[config.mk]
export PLATFORM = sky130hd
export DESIGN_NAME = pair_check_cluster
export DESIGN_NICKNAME = d
export VERILOG_FILES = /design/src/rtl/pair_check_pkg.sv /design/src/rtl/pair_scratch_bank.sv /design/src/rtl/pair_lane_check.sv /design/src/rtl/pair_check_cluster.sv
export SDC_FILE = /design/constraint.sdc
export NUM_CORES = 1
export LEC_CHECK = 0
export BUFFER_PORTS_ARGS = -buffer_cell sky130_fd_sc_hd__buf_2
export CAP_MARGIN = 20
export CELL_PAD_IN_SITES_DETAIL_PLACEMENT = 1
export CELL_PAD_IN_SITES_GLOBAL_PLACEMENT = 1
export CORE_MARGIN = 2
export CORE_UTILIZATION = 45
export DETAILED_ROUTE_END_ITERATION = 10
export PLACE_DENSITY_LB_ADDON = 0.15
export SETUP_SLACK_MARGIN = 0.1
export SYNTH_ARGS = -nofsm -noshare
export SYNTH_HDL_FRONTEND = slang
export SYNTH_SLANG_ARGS = --single-unit
[constraint.sdc]
create_clock -name clk -period 6.3 [get_ports clk]
set_input_delay 0.63 -clock clk [delete_from_list [all_inputs] [get_ports clk]]
set_output_delay 0.63 -clock clk [all_outputs]
set_load 0.005 [all_outputs]
[src/rtl/pair_check_pkg.sv]
// Package: shared verdict type for the paired-execution checker.
// Assumes nothing beyond IEEE 1800-2017 packages.
package pair_check_pkg;

    // Outcome of one lane's operation in the issue cycle
    typedef enum logic [1:0] {
        VERDICT_NONE     = 2'd0,
        VERDICT_OWN      = 2'd1,
        VERDICT_PARTNER  = 2'd2,
        VERDICT_NEW_ERR  = 2'd3
    } verdict_t;

endpackage

[src/rtl/pair_scratch_bank.sv]
// Scratch register bank holding the first-copy results.
// One write port and one asynchronous read port per lane. Concurrent
// writes to one entry resolve to the highest lane. DEPTH is assumed
// to be a power of two.
module pair_scratch_bank #(
    parameter int NUM_FU = 4,
    parameter int DATA_W = 16,
    parameter int DEPTH  = 8,
    localparam int IDX_W = $clog2(DEPTH)
) (
    input  logic                           clk,
    input  logic                           rst_n,
    input  logic [NUM_FU-1:0]              wr_en,
    input  logic [NUM_FU-1:0][IDX_W-1:0]   wr_idx,
    input  logic [NUM_FU-1:0][DATA_W-1:0]  wr_data,
    input  logic [NUM_FU-1:0][IDX_W-1:0]   rd_idx,
    output logic [NUM_FU-1:0][DATA_W-1:0]  rd_data
);

    logic [DEPTH-1:0][DATA_W-1:0] mem;

    // Store ports, later lanes overwrite earlier ones
    always_ff @(posedge clk) begin
        if (!rst_n) begin
            mem <= '0;
        end else begin
            for (int l = 0; l < NUM_FU; l++) begin
                if (wr_en[l]) mem[wr_idx[l]] <= wr_data[l];
            end
        end
    end

    // Read ports see the contents before this edge's stores
    always_comb begin
        for (int l = 0; l < NUM_FU; l++) rd_data[l] = mem[rd_idx[l]];
    end


    top_lane_wins_chk: assert property (@(posedge clk) disable iff (!rst_n)
        wr_en[NUM_FU-1] |=> mem[$past(wr_idx[NUM_FU-1])] == $past(wr_data[NUM_FU-1]));


    reset_clears_chk: assert property (@(posedge clk)
        !rst_n |=> mem[0] == '0);

endmodule

[src/rtl/pair_lane_check.sv]
// Per-lane decision logic. It classifies the lane's operation from
// the mode bit, the compare against the scratch value and the two
// known-bad operator bits, then registers the write-back and error
// outputs. Assumes NUM_OPS is a power of two and the partner number
// is below NUM_FU.
module pair_lane_check
    import pair_check_pkg::*;
#(
    parameter int LANE    = 0,
    parameter int NUM_FU  = 4,
    parameter int NUM_OPS = 4,
    parameter int DATA_W  = 16,
    parameter int DST_W   = 4,
    localparam int FU_W   = $clog2(NUM_FU),
    localparam int OP_W   = $clog2(NUM_OPS),
    localparam int FV_W   = NUM_FU * NUM_OPS,
    localparam int FVI_W  = $clog2(FV_W)
) (
    input  logic              clk,
    input  logic              rst_n,
    input  logic              valid,
    input  logic              mode,
    input  logic [OP_W-1:0]   opc,
    input  logic [FU_W-1:0]   ref_fu,
    input  logic [DST_W-1:0]  dst,
    input  logic [DATA_W-1:0] result,
    input  logic [DATA_W-1:0] ref_val,
    input  logic [FV_W-1:0]   fault_vec,
    input  logic              wdis,
    output logic              store_en,
    output logic              rf_we,
    output logic [DATA_W-1:0] rf_wdata,
    output logic [DST_W-1:0]  rf_dst,
    output logic              err_new,
    output logic [OP_W-1:0]   err_opc
);

    logic [FVI_W-1:0] own_idx;
    logic [FVI_W-1:0] ref_idx;
    logic             own_bad;
    logic             ref_bad;
    verdict_t         verdict;

    // Locate the two operator fault bits
    always_comb begin
        own_idx = FVI_W'(LANE * NUM_OPS) + FVI_W'(opc);
        ref_idx = FVI_W'(ref_fu) * FVI_W'(NUM_OPS) + FVI_W'(opc);
        own_bad = fault_vec[own_idx];
        ref_bad = fault_vec[ref_idx];
    end

    // Classify the operation; own-operator fault has priority
    always_comb begin
        verdict = VERDICT_NONE;
        if (valid && mode) begin
            if (own_bad)                verdict = VERDICT_PARTNER;
            else if (ref_bad)           verdict = VERDICT_OWN;
            else if (result == ref_val) verdict = VERDICT_OWN;
            else                        verdict = VERDICT_NEW_ERR;
        end
    end

    assign store_en = valid && !mode;

    // Register write-back and error outputs one cycle after issue
    always_ff @(posedge clk) begin
        if (!rst_n) begin
            rf_we    <= 1'b0;
            rf_wdata <= '0;
            rf_dst   <= '0;
            err_new  <= 1'b0;
            err_opc  <= '0;
        end else begin
            rf_we    <= (verdict == VERDICT_OWN || verdict == VERDICT_PARTNER) && !wdis;
            rf_wdata <= (verdict == VERDICT_PARTNER) ? ref_val : result;
            rf_dst   <= dst;
            err_new  <= (verdict == VERDICT_NEW_ERR);
            if (valid) err_opc <= opc;
        end
    end


    err_blocks_we_chk: assert property (@(posedge clk) disable iff (!rst_n)
        !(err_new && rf_we));


    store_quiet_chk: assert property (@(posedge clk) disable iff (!rst_n)
        (valid && !mode) |=> (!rf_we && !err_new));


    wdis_holds_chk: assert property (@(posedge clk) disable iff (!rst_n)
        wdis |=> !rf_we);


    idle_quiet_chk: assert property (@(posedge clk) disable iff (!rst_n)
        !valid |=> (!rf_we && !err_new));


    own_bad_ref_chk: assert property (@(posedge clk) disable iff (!rst_n)
        (valid && mode && own_bad && !wdis) |=> (rf_we && rf_wdata == $past(ref_val)));


    partner_bad_cur_chk: assert property (@(posedge clk) disable iff (!rst_n)
        (valid && mode && !own_bad && ref_bad && !wdis) |=> (rf_we && rf_wdata == $past(result)));

endmodule

[src/rtl/pair_check_cluster.sv]
// Top: one decision lane per functional unit sharing one scratch bank.
// Store-mode lanes write the bank; check-mode lanes read it by the
// same index. Assumes the store copy issues in an earlier cycle than
// its check copy.
module pair_check_cluster #(
    parameter int NUM_FU    = 4,
    parameter int NUM_OPS   = 4,
    parameter int DATA_W    = 16,
    parameter int TRF_DEPTH = 8,
    parameter int NUM_REGS  = 16,
    localparam int FU_W     = $clog2(NUM_FU),
    localparam int OP_W     = $clog2(NUM_OPS),
    localparam int IDX_W    = $clog2(TRF_DEPTH),
    localparam int DST_W    = $clog2(NUM_REGS)
) (
    input  logic                           clk,
    input  logic                           rst_n,
    input  logic [NUM_FU-1:0]              op_valid,
    input  logic [NUM_FU-1:0]              op_mode,
    input  logic [NUM_FU-1:0][OP_W-1:0]    op_code,
    input  logic [NUM_FU-1:0][IDX_W-1:0]   op_ref_reg,
    input  logic [NUM_FU-1:0][FU_W-1:0]    op_ref_fu,
    input  logic [NUM_FU-1:0][DST_W-1:0]   op_dst,
    input  logic [NUM_FU-1:0][DATA_W-1:0]  fu_result,
    input  logic [NUM_FU*NUM_OPS-1:0]      fault_vec,
    input  logic [NUM_FU-1:0]              vote_wdis,
    output logic [NUM_FU-1:0]              rf_we,
    output logic [NUM_FU-1:0][DATA_W-1:0]  rf_wdata,
    output logic [NUM_FU-1:0][DST_W-1:0]   rf_dst,
    output logic [NUM_FU-1:0]              err_new,
    output logic [NUM_FU-1:0][OP_W-1:0]    err_opc
);

    logic [NUM_FU-1:0]             store_en;
    logic [NUM_FU-1:0][DATA_W-1:0] ref_val;

    pair_scratch_bank #(
        .NUM_FU (NUM_FU),
        .DATA_W (DATA_W),
        .DEPTH  (TRF_DEPTH)
    ) u_bank (
        .clk     (clk),
        .rst_n   (rst_n),
        .wr_en   (store_en),
        .wr_idx  (op_ref_reg),
        .wr_data (fu_result),
        .rd_idx  (op_ref_reg),
        .rd_data (ref_val)
    );

    for (genvar g = 0; g < NUM_FU; g++) begin : g_lane
        pair_lane_check #(
            .LANE    (g),
            .NUM_FU  (NUM_FU),
            .NUM_OPS (NUM_OPS),
            .DATA_W  (DATA_W),
            .DST_W   (DST_W)
        ) u_lane (
            .clk       (clk),
            .rst_n     (rst_n),
            .valid     (op_valid[g]),
            .mode      (op_mode[g]),
            .opc       (op_code[g]),
            .ref_fu    (op_ref_fu[g]),
            .dst       (op_dst[g]),
            .result    (fu_result[g]),
            .ref_val   (ref_val[g]),
            .fault_vec (fault_vec),
            .wdis      (vote_wdis[g]),
            .store_en  (store_en[g]),
            .rf_we     (rf_we[g]),
            .rf_wdata  (rf_wdata[g]),
            .rf_dst    (rf_dst[g]),
            .err_new   (err_new[g]),
            .err_opc   (err_opc[g])
        );
    end

endmodule

==> flow_summary.json, run 1 <==
{
  "outcome": "completed",
  "start_kind": "input port",
  "drtIter0Drc": 1761,
  "cellLeakagePower_nw": 10.2,
  "layout_commonest_cell": "mux2i_1",
  "cts_htree_levels": 1,
  "worst_r2r_path_depth": 9,
  "place_inst": 2457,
  "end_kind": "flip-flop",
  "drv_slew": 0,
  "drive_gt1_share_pct": 22.3,
  "die_w_um": 200,
  "cpMostUsedCell": "nor3_1",
  "wl_met2_um": 35700,
  "cts.path.max_buffers": 3,
  "cts_resized": 0,
  "fillCellCount": 4417,
  "timing.fmax_ghz": 0.254,
  "avgSynthCellArea_um2": 8.96,
  "topRoutingLayerUsed": "met5",
  "wl_met1_um": 31200,
  "antenna_found_initial": 5,
  "syn_inst": 1921,
  "r2r_slack_ns": 2.73,
  "min_from": "vote_wdis[3]",
  "maxCapViolCount": 0,
  "hold_buffers": 0,
  "finalHoldViolations": 0,
  "synth_fp_nets": 2063,
  "path_cells": "buf_2, mux4_2, mux2i_1, xnor2_1, nor4_2, nand4_1, nor3_1, nor3_1, ha_1, and3b_1",
  "wl_met3_um": 8710,
  "routed_wirelength_um": 79900,
  "power_density_nw_per_um2": 222,
  "avgViaCountPerCell": 6.85,
  "path_buf_inv": 1,
  "clk_pin_slew_ns": 0.06,
  "finalSetupViolations": 0,
  "r2r_start": "u_bank.mem[121]",
  "final_cell_mix": "mux2i_1, nand2_1, buf_2",
  "start_util_pct": 45.7,
  "grt_use_total_pct": 39.3,
  "rows": 71,
  "dp_hpwl_um": 56600,
  "die_h_um": 200,
  "drtAntennaViolNets": 0,
  "cts_root_buffer": "clkbuf_16",
  "stdcell_count": 2509,
  "multi_input_area_um2": 11700,
  "vdd_drop_max_mv": 0.175,
  "fin_worst_skew_ns": 0.0132,
  "grt_overflow": 0,
  "rsz0062_at_grt": "false",
  "firstDrtPassIters": 6,
  "cts_buffers": 27,
  "regArea_um2": 4480,
  "route.detailed.drc": 0,
  "slowest_delay_ns": 0.75,
  "place_area_um2": 18300,
  "gp_congestion": 0.990,
  "worst_path_max_delay_cell": "nor3_1",
  "final_area_um2": 19200,
  "area_growth_pct": 11.8,
  "io_pins": 234,
  "synth_seq_cells": 224,
  "cts_setup_buffers": 0,
  "tightest_slew_ns": 1.07,
  "r2r-end": "g_lane[2].u_lane.rf_we",
  "whs_ns": 0.239,
  "worstPathMaxFanout": 33,
  "synth-seq-area-share_pct": 26.1,
  "grt_max_degree": 110,
  "worst_hold_path.endpoint": "g_lane[3].u_lane.rf_we",
  "crit_type": "in -> reg",
  "die-area_um2": 39800,
  "slew_headroom_pct": 28.5,
  "cp.arrival_ns": 4.40,
  "grt_pass1_wl_um": 114000,
  "finalCritPeriodShare_pct": 62.4,
  "ys_types": 50,
  "min_period_ns": 3.93,
  "yosys_warnings": 0,
  "required_ns": 6.77,
  "portBuffers": 233,
  "cts_tree": "built",
  "crit_family": "simple AND/OR/NAND/NOR gates",
  "wl_per_cell_um": 31.9,
  "core_um2": 37700,
  "clkSinkCount": 224,
  "min_path_cells": 2,
  "vias": 17200,
  "hp-class": "in -> reg",
  "fin_tns_setup_ns": 0,
  "nNetsFinal": 2118,
  "grt_pass1_vias": 16900,
  "clk_latency_ns": 0.58,
  "syn_area_um2": 17200
}
-- worst max-delay path by stage --
stage / slack, ns / to / cells after the start / startpoint
after floorplan: 3.41 / g_lane[1].u_lane.rf_we / 10 / op_ref_reg[3]
after global routing: 2.41 / g_lane[2].u_lane.rf_we / 10 / op_ref_reg[8]
after global placement: 1.85 / g_lane[2].u_lane.rf_we / 10 / op_ref_reg[6]
after CTS: 2.45 / g_lane[2].u_lane.rf_we / 10 / op_ref_reg[6]
after detailed placement: 1.83 / g_lane[2].u_lane.rf_we / 10 / op_ref_reg[6]
final: 2.37 / g_lane[2].u_lane.rf_we / 10 / op_ref_reg[8]
-- power by group --
group | switching, mW | internal (mW) | total (mW)
Clock | 0.690 | 1.02 | 1.71
Sequential | 0.102 | 1.50 | 1.60
Combinational | 0.558 | 0.391 | 0.950
-- metal layers --
layer  up-vias  track usage, %
li1       7220               -
met1      8623            50.0
met2      1106            62.3
met3       227            9.13
met4         4            20.2
met5         -               0
-- synth_stat cells (all sizes together) --
library cell    n  area, um2
a211oi        131        983
a21boi          8       60.1
a21oi         134        671
a221o           2       20.0
a221oi         11       96.3
a222oi          2       20.0
a22o            9       78.8
a22oi          18        135
a311oi          1       8.76
a31oi           2       12.5
and2           37        231
and3            1       6.26
and3b           5       43.8
buf            98        532
clkbuf        146        548
dfxtp         224       4480
ha              4       50.1
inv             2       7.51
mux2           12        135
mux2i         260       2600
mux4           95       2140
nand2         238        906
nand2b          2       12.5
nand3          13       65.1
nand3b          4       30.0
nand4          12       75.1
nor2          149        562
nor2b          23        144
nor3           11       60.1
nor3b           2       20.0
nor4            7       56.3
o211a         172       1720
o211ai          1       7.51
o21ai          14       70.1
o21bai          1       7.51
o22ai           3       18.8
o31ai           1       7.51
o32ai           1       8.76
or3b            1       8.76
xnor2          27        236
xor2           37        324
-- metrics by stage --
step	util, %	total power, mW	setup slack (ns)
final	51.1	4.26	2.37
after global routing	51.1	4.40	2.41
after detailed placement	48.5	2.55	1.83
after CTS	51.0	4.25	2.45
after floorplan	-	2.21	3.41
after global placement	48.5	2.52	1.85
-- state kept, by name, indices dropped and copies added (netlist names) --
register / cells
g_lane.u_lane.err_opc: 8
g_lane.u_lane.rf_we: 4
g_lane.u_lane.err_new: 4
g_lane.u_lane.rf_dst: 16
u_bank.mem: 128
g_lane.u_lane.rf_wdata: 64
-- final cells by class --
cell class / count / area share [%]
Antenna cell: 1 / 0.0130
Clock buffer: 36 / 4.00
Clock inverter: 14 / 0.943
Inverter: 2 / 0.0390
Multi-Input combinational cell: 1451 / 60.7
Sequential cell: 224 / 23.3
Tap cell: 511 / 3.32
Timing Repair Buffer: 270 / 7.64
-- cell families after synthesis --
| group | after synthesis | synth area share (%) |
|---|---|---|
| AO/OA/AOI/OAI | 511 | 22.8 |
| XOR/XNOR | 64 | 3.26 |
| adder cells (fa/ha/maj) | 4 | 0.291 |
| buffers and inverters | 246 | 6.32 |
| flip-flops | 224 | 26.1 |
| multiplexers | 367 | 28.3 |
| AND/OR/NAND/NOR | 505 | 12.9 |
-- worst reg2reg max path: cells and delay by family, from the launching register on --
| family | cells | cell delay (ns) |
|---|---|---|
| XOR/XNOR | 1 | 0.17 |
| flip-flops | 1 | 0.37 |
| multiplexers | 2 | 1.04 |
| AND/OR/NAND/NOR | 5 | 1.56 |
| adder cells (fa/ha/maj) | 1 | 0.32 |
Note: power is estimated with default switching activity, not from simulation.
==> run 2: changes to the inputs <==
Clock period 6.3 ns to 3.8 ns, I/O delays scaled along.
==> run 2 against run 1 <==
Effect of this change: total power up 60%; global-route usage up 1.6 points; combinational power up 72%; largest cell class unchanged; critical path type unchanged; first-iteration DRC count up 9.4%; die area unchanged; sequential power up 66%; core utilization up 0.60 points; clock skew up 0.0013 ns; sequential cell count unchanged.
==> flow_summary.json, run 2 (same netlist as run 1, synthesis figures left out) <==
{
  "outcome": "completed",
  "finalSetupViolations": 0,
  "clk_latency_ns": 0.57,
  "portBuffers": 233,
  "grt_max_degree": 91,
  "reg.largest.list": "u_bank.mem: 128 flops, g_lane.u_lane.rf_wdata: 64 flops, g_lane.u_lane.rf_dst: 16 flops",
  "start_util_pct": 45.7,
  "cts_tree": "built",
  "drtIter0Drc": 1926,
  "worstPathMaxFanout": 25,
  "finalHoldViolations": 0,
  "drive_gt1_share_pct": 23.3,
  "layout_commonest_cell": "mux2i_1",
  "tightest_slew_ns": 1.16,
  "core_um2": 37700,
  "sequentialPowerShare_pct": 38.9,
  "largest_reg_flops": 128,
  "hp-class": "in -> reg",
  "cp.arrival_ns": 3.79,
  "worst_hold_path.endpoint": "g_lane[3].u_lane.rf_dst[3]",
  "cellLeakagePower_nw": 10.4,
  "cts_buffers": 27,
  "die_w_um": 200,
  "gp_congestion": 1.04,
  "start_kind": "input port",
  "fillCellCount": 4429,
  "pwr-share-clk_pct": 37.2,
  "final_cell_mix": "mux2i_1, nand2_1, buf_2",
  "min_from": "op_dst[15]",
  "r2r_start": "u_bank.mem[36]",
  "maxCapViolCount": 0,
  "rows": 71,
  "required_ns": 4.26,
  "switchingPower_mw": 2.22,
  "cts.path.max_buffers": 3,
  "fin_tns_setup_ns": 0,
  "vias": 17600,
  "wl_per_cell_um": 32.6,
  "slew_headroom_pct": 22.7,
  "multi_input_area_um2": 11700,
  "r2r_slack_ns": 0.58,
  "firstDrtPassIters": 5,
  "hold_buffers": 1,
  "io_pins": 234,
  "finalCritPeriodShare_pct": 87.7,
  "antenna_found_initial": 6,
  "cts_resized": 0,
  "timing.fmax_ghz": 0.300,
  "cts_htree_levels": 1,
  "diodes": 0,
  "intPower_mw": 4.62,
  "avgViaCountPerCell": 6.94,
  "nNetsFinal": 2156,
  "drv_slew": 0,
  "p_sw_share_pct": 32.4,
  "worst_r2r_path_depth": 11,
  "die-area_um2": 39800,
  "die_h_um": 200,
  "min_period_ns": 3.33,
  "grt_pass1_wl_um": 118000,
  "clk_pin_slew_ns": 0.06,
  "area_growth_pct": 13.1,
  "clkSinkCount": 224,
  "grt_overflow": 0,
  "largest_register": "u_bank.mem",
  "drtAntennaViolNets": 0,
  "routed_wirelength_um": 82900,
  "stdcell_count": 2541,
  "combinationalPowerShare_pct": 23.8,
  "dp_hpwl_um": 59200,
  "cts_root_buffer": "clkbuf_16",
  "power_density_nw_per_um2": 351,
  "min_path_cells": 2,
  "cts_setup_buffers": 0,
  "fin_worst_skew_ns": 0.0145,
  "grt_use_total_pct": 40.9,
  "r2r-end": "g_lane[3].u_lane.rf_we",
  "crit_type": "in -> reg",
  "grt_pass1_vias": 17300,
  "place_inst": 2495,
  "rsz0062_at_grt": "false",
  "vdd_drop_max_mv": 0.251,
  "end_kind": "flip-flop",
  "route.detailed.drc": 0,
  "regArea_um2": 4480
}
run 2: cell count changes in the layout (fill, tap and decap cells not counted), sizes merged:
cell / before / now
buf: 270 / 307
bufinv: 4 / 1
clkbuf: 36 / 37
clkinv: 9 / 7
diode: 1 / 0
dlygate4sd3: 0 / 1
inv: 3 / 2
run 2: stage by stage:
step           cell area, um2  setup slack (ns)  utilization (%)  hold slack [ns]  total power [mW]
2_1_floorplan           17200              1.16                -            0.452              3.66
4_1_cts                 19500             0.646             51.7          0.00747              6.81
3_5_place_dp            18600            0.0808             49.5            0.498              4.28
6_report                19500             0.469             51.7           0.0187              6.84
3_3_place_gp            18600            0.0505             49.5            0.495              4.22
5_1_grt                 19500             0.422             51.7           0.0172              7.04
run 2: power by group through the flow:
stage	Clock (mW)	Sequential [mW]	Combinational (mW)
after floorplan	0	2.63	1.03
after global placement	0	2.69	1.53
after detailed placement	0	2.70	1.58
after CTS	2.57	2.65	1.59
after global routing	2.65	2.66	1.72
final	2.55	2.66	1.63
run 2: layout make-up:
cell class / count / share of cell area, %
clock buffers: 37 / 3.92
flip-flops and latches: 224 / 23.0
inverters: 2 / 0.0386
multi-input cells: 1451 / 60.0
repair buffers: 308 / 9.38
well taps: 511 / 3.28
clock inverters: 8 / 0.334
run 2: how the worst max path moves through the flow:
stage	startpoint	to	slack, ns	cells after the start
after floorplan	op_ref_reg[3]	g_lane[1].u_lane.rf_we	1.16	10
after global placement	op_ref_reg[7]	g_lane[2].u_lane.rf_we	0.05	10
after detailed placement	op_ref_reg[7]	g_lane[2].u_lane.rf_we	0.08	10
after CTS	op_ref_reg[7]	g_lane[2].u_lane.rf_we	0.65	10
after global routing	op_ref_reg[1]	g_lane[0].u_lane.rf_we	0.42	9
final	op_ref_reg[1]	g_lane[0].u_lane.rf_we	0.47	9
run 2: critical path, cell delays in order:
cell,delay (ns)
buf_2,0.55
nor2b_1,0.99
a221oi_1,0.49
buf_4,0.28
xor2_1,0.14
nor4_1,0.30
a31oi_1,0.15
ha_1,0.33
and3b_1,0.17
run 2: metal layers:
metal | vias to the layer above | track usage, % | share of wire [%]
li1 | 7287 | - | -
met5 | - | 1.15 | 0.12
met1 | 8777 | 52.9 | 39
met2 | 1265 | 61.0 | 42
met4 | 8 | 24.2 | 6.7
met3 | 305 | 11.0 | 12
==> run 3: changes to the inputs <==
Settings changed: SYNTH_HIERARCHICAL from default to 1.
==> run 3 against run 2 <==
Effect of this change: design area shrank 5.8%; core utilization increased by 1.1 points; total power rose by 1.6%; setup slack improved by 0.21 ns; sequential share of layout area grew 1.4 points; sequential cell count unchanged; highest routed layer unchanged; via count is 13% lower; synthesized area decreased by 7.2%; critical path depth up 1; fmax up 6.6%.
==> flow_summary.json, run 3 <==
{
  "outcome": "completed",
  "drv_slew": 0,
  "grt_overflow": 0,
  "end_kind": "flip-flop",
  "cts_htree_levels": 1,
  "place_area_um2": 17400,
  "rsz0062_at_grt": "false",
  "final_cell_mix": "buf_2, dfxtp_1, mux2i_1",
  "worstPathMaxFanout": 37,
  "largest_reg_flops": 128,
  "required_ns": 4.24,
  "fin_worst_skew_ns": 0.0284,
  "yosysTopAreaCellShare_pct": 28.1,
  "synth-seq-area-share_pct": 28.1,
  "route.detailed.drc": 0,
  "power_density_nw_per_um2": 379,
  "gp_congestion": 0.950,
  "synth_edf_count": 0,
  "min_path_cells": 2,
  "syn_inst": 1495,
  "cts_buffers": 27,
  "fillCellCount": 3793,
  "diodes": 0,
  "regArea_um2": 4480,
  "finalHoldViolations": 0,
  "finalSetupViolations": 0,
  "vias": 15300,
  "cts_resized": 0,
  "core_um2": 34700,
  "synthTopCellsByCount": "dfxtp_1, mux2i_1, mux4_2",
  "dpl_worst_slack_ns": 0.272,
  "hp-class": "in -> reg",
  "nNetsFinal": 1774,
  "cp.arrival_ns": 3.56,
  "antenna_found_initial": 2,
  "crit_type": "in -> reg",
  "layout_commonest_cell": "buf_2",
  "die-area_um2": 37000,
  "cts_root_buffer": "clkbuf_16",
  "timing.fmax_ghz": 0.320,
  "avgViaCountPerCell": 7.25,
  "die_h_um": 192,
  "finalCritPeriodShare_pct": 82.2,
  "maxCapViolCount": 0,
  "start_util_pct": 46.0,
  "wl_per_cell_um": 35.2,
  "fin_ws_ns": 0.676,
  "io_pins": 234,
  "min_period_ns": 3.12,
  "clk_latency_ns": 0.56,
  "clk_pin_slew_ns": 0.06,
  "grt_pass1_wl_um": 105000,
  "die_w_um": 192,
  "tightest_slew_ns": 1.19,
  "drtIter0Drc": 1781,
  "vdd_drop_max_mv": 0.290,
  "yosys_warnings": 6,
  "worst_r2r_path_depth": 8,
  "dp_hpwl_um": 51000,
  "portBuffers": 233,
  "synth_seq_cells": 224,
  "synthArstFlopShare_pct": 0,
  "grt_max_degree": 118,
  "yosys-top-cells-area": "dfxtp_1, mux4_2, mux2i_1",
  "largest_register": "u_bank/mem",
  "synth_fp_nets": 1637,
  "final_area_um2": 18300,
  "start_kind": "input port",
  "reg.largest.list": "u_bank/mem: 128 flops, g_lane.u_lane/rf_wdata: 64 flops, g_lane.u_lane/rf_dst: 16 flops",
  "path_cells": "buf_2, mux4_2, mux2_2, xnor2_1, nand4_1, nor4_1, buf_4, o41ai_1, ha_1, and3b_1",
  "cts.path.max_buffers": 3,
  "synth_ff_type": "dfxtp_1",
  "grt_pass1_vias": 15200,
  "worst_path_max_delay_cell": "buf_2",
  "rows": 68,
  "area_growth_pct": 14.8,
  "cellLeakagePower_nw": 7.75,
  "yosysMostFrequentCell": "dfxtp_1",
  "fin_tns_setup_ns": 0,
  "synth_top_area_cell": "dfxtp_1",
  "routed_wirelength_um": 74100,
  "firstDrtPassIters": 5,
  "cts_tree": "built",
  "syn_area_um2": 16000,
  "slowest_delay_ns": 0.80,
  "ys_types": 46,
  "grt_use_total_pct": 39.1,
  "multi_input_area_um2": 10600,
  "drtAntennaViolNets": 0,
  "slew_headroom_pct": 20.9,
  "avgSynthCellArea_um2": 10.7,
  "drive_gt1_share_pct": 33.7,
  "clkSinkCount": 224
}
## run 3: final timing paths
kind	startpoint	slack, ns	endpoint
worst max register to register	u_bank/mem[60]	0.82	g_lane[1].u_lane/rf_we
worst min register to register	g_lane[2].u_lane/err_opc[1]	0.52	g_lane[2].u_lane/err_opc[1]
worst max-delay path	op_ref_reg[7]	0.68	g_lane[2].u_lane/rf_we
worst min-delay path	vote_wdis[0]	0.03	g_lane[0].u_lane/rf_we
## run 3: kinds of logic (layout without fill, tap and decap cells)
kind of cell	count (synthesis)	in the layout	synth area share, %
multiplexers	405	405	37.5
XOR/XNOR	64	64	3.51
AND/OR/NAND/NOR	221	221	9.06
adder cells (fa/ha/maj)	4	4	0.313
AO/OA/AOI/OAI	388	388	15.9
flip-flops	224	224	28.1
buffers and inverters	189	346	5.64
## run 3: final cells by class
type | count | area share (%)
Multi-Input combinational cell | 1082 | 57.7
Tap cell | 455 | 3.10
Clock buffer | 31 | 3.93
Sequential cell | 224 | 24.5
Inverter | 2 | 0.0409
Timing Repair Buffer | 295 | 9.54
Clock inverter | 18 | 1.21
## run 3: repair_timing
action | in CTS | in global routing
buffers inserted | 0 | 0
hold buffers | 1 | 0
endpoints found under the hold margin | 1 | 0
## run 3: power breakdown
group | switching, mW | internal [mW] | leakage, nW
Clock | 1.15 | 1.64 | 0.466
Combinational | 0.847 | 0.657 | 5.45
Sequential | 0.152 | 2.50 | 1.84
## run 3: layer usage
layer  GRT usage, %  up-vias  part of all wire, %
li1               -     6176                    -
met1           50.4     7704                   39
met2           60.6     1147                   44
met3           12.0      236                   12
met4           16.7        4                  4.4
met5              0        -                0.028
## run 3: metrics by stage
stage / std cells / util (%) / power [mW] / hold WS, ns
after global routing: 2107 / 52.8 / 7.13 / 0.0266
after detailed placement: 2057 / 50.1 / 4.14 / 0.511
final: 2107 / 52.8 / 6.95 / 0.0262
after CTS: 2107 / 52.8 / 6.93 / 0.0154
after floorplan: 1495 / - / 3.54 / 0.452
after global placement: 2057 / 50.1 / 4.10 / 0.494
## run 3: worst max-delay path: cells and delay by family
family / cells / cell delay [ns]
adders and majority gates: 1 / 0.31
and+or+nand+nor: 3 / 0.73
xor gates and xnor gates: 1 / 0.30
buffers and inverters: 2 / 0.98
muxes: 2 / 0.76
AOI/OAI and AO/OA: 1 / 0.07
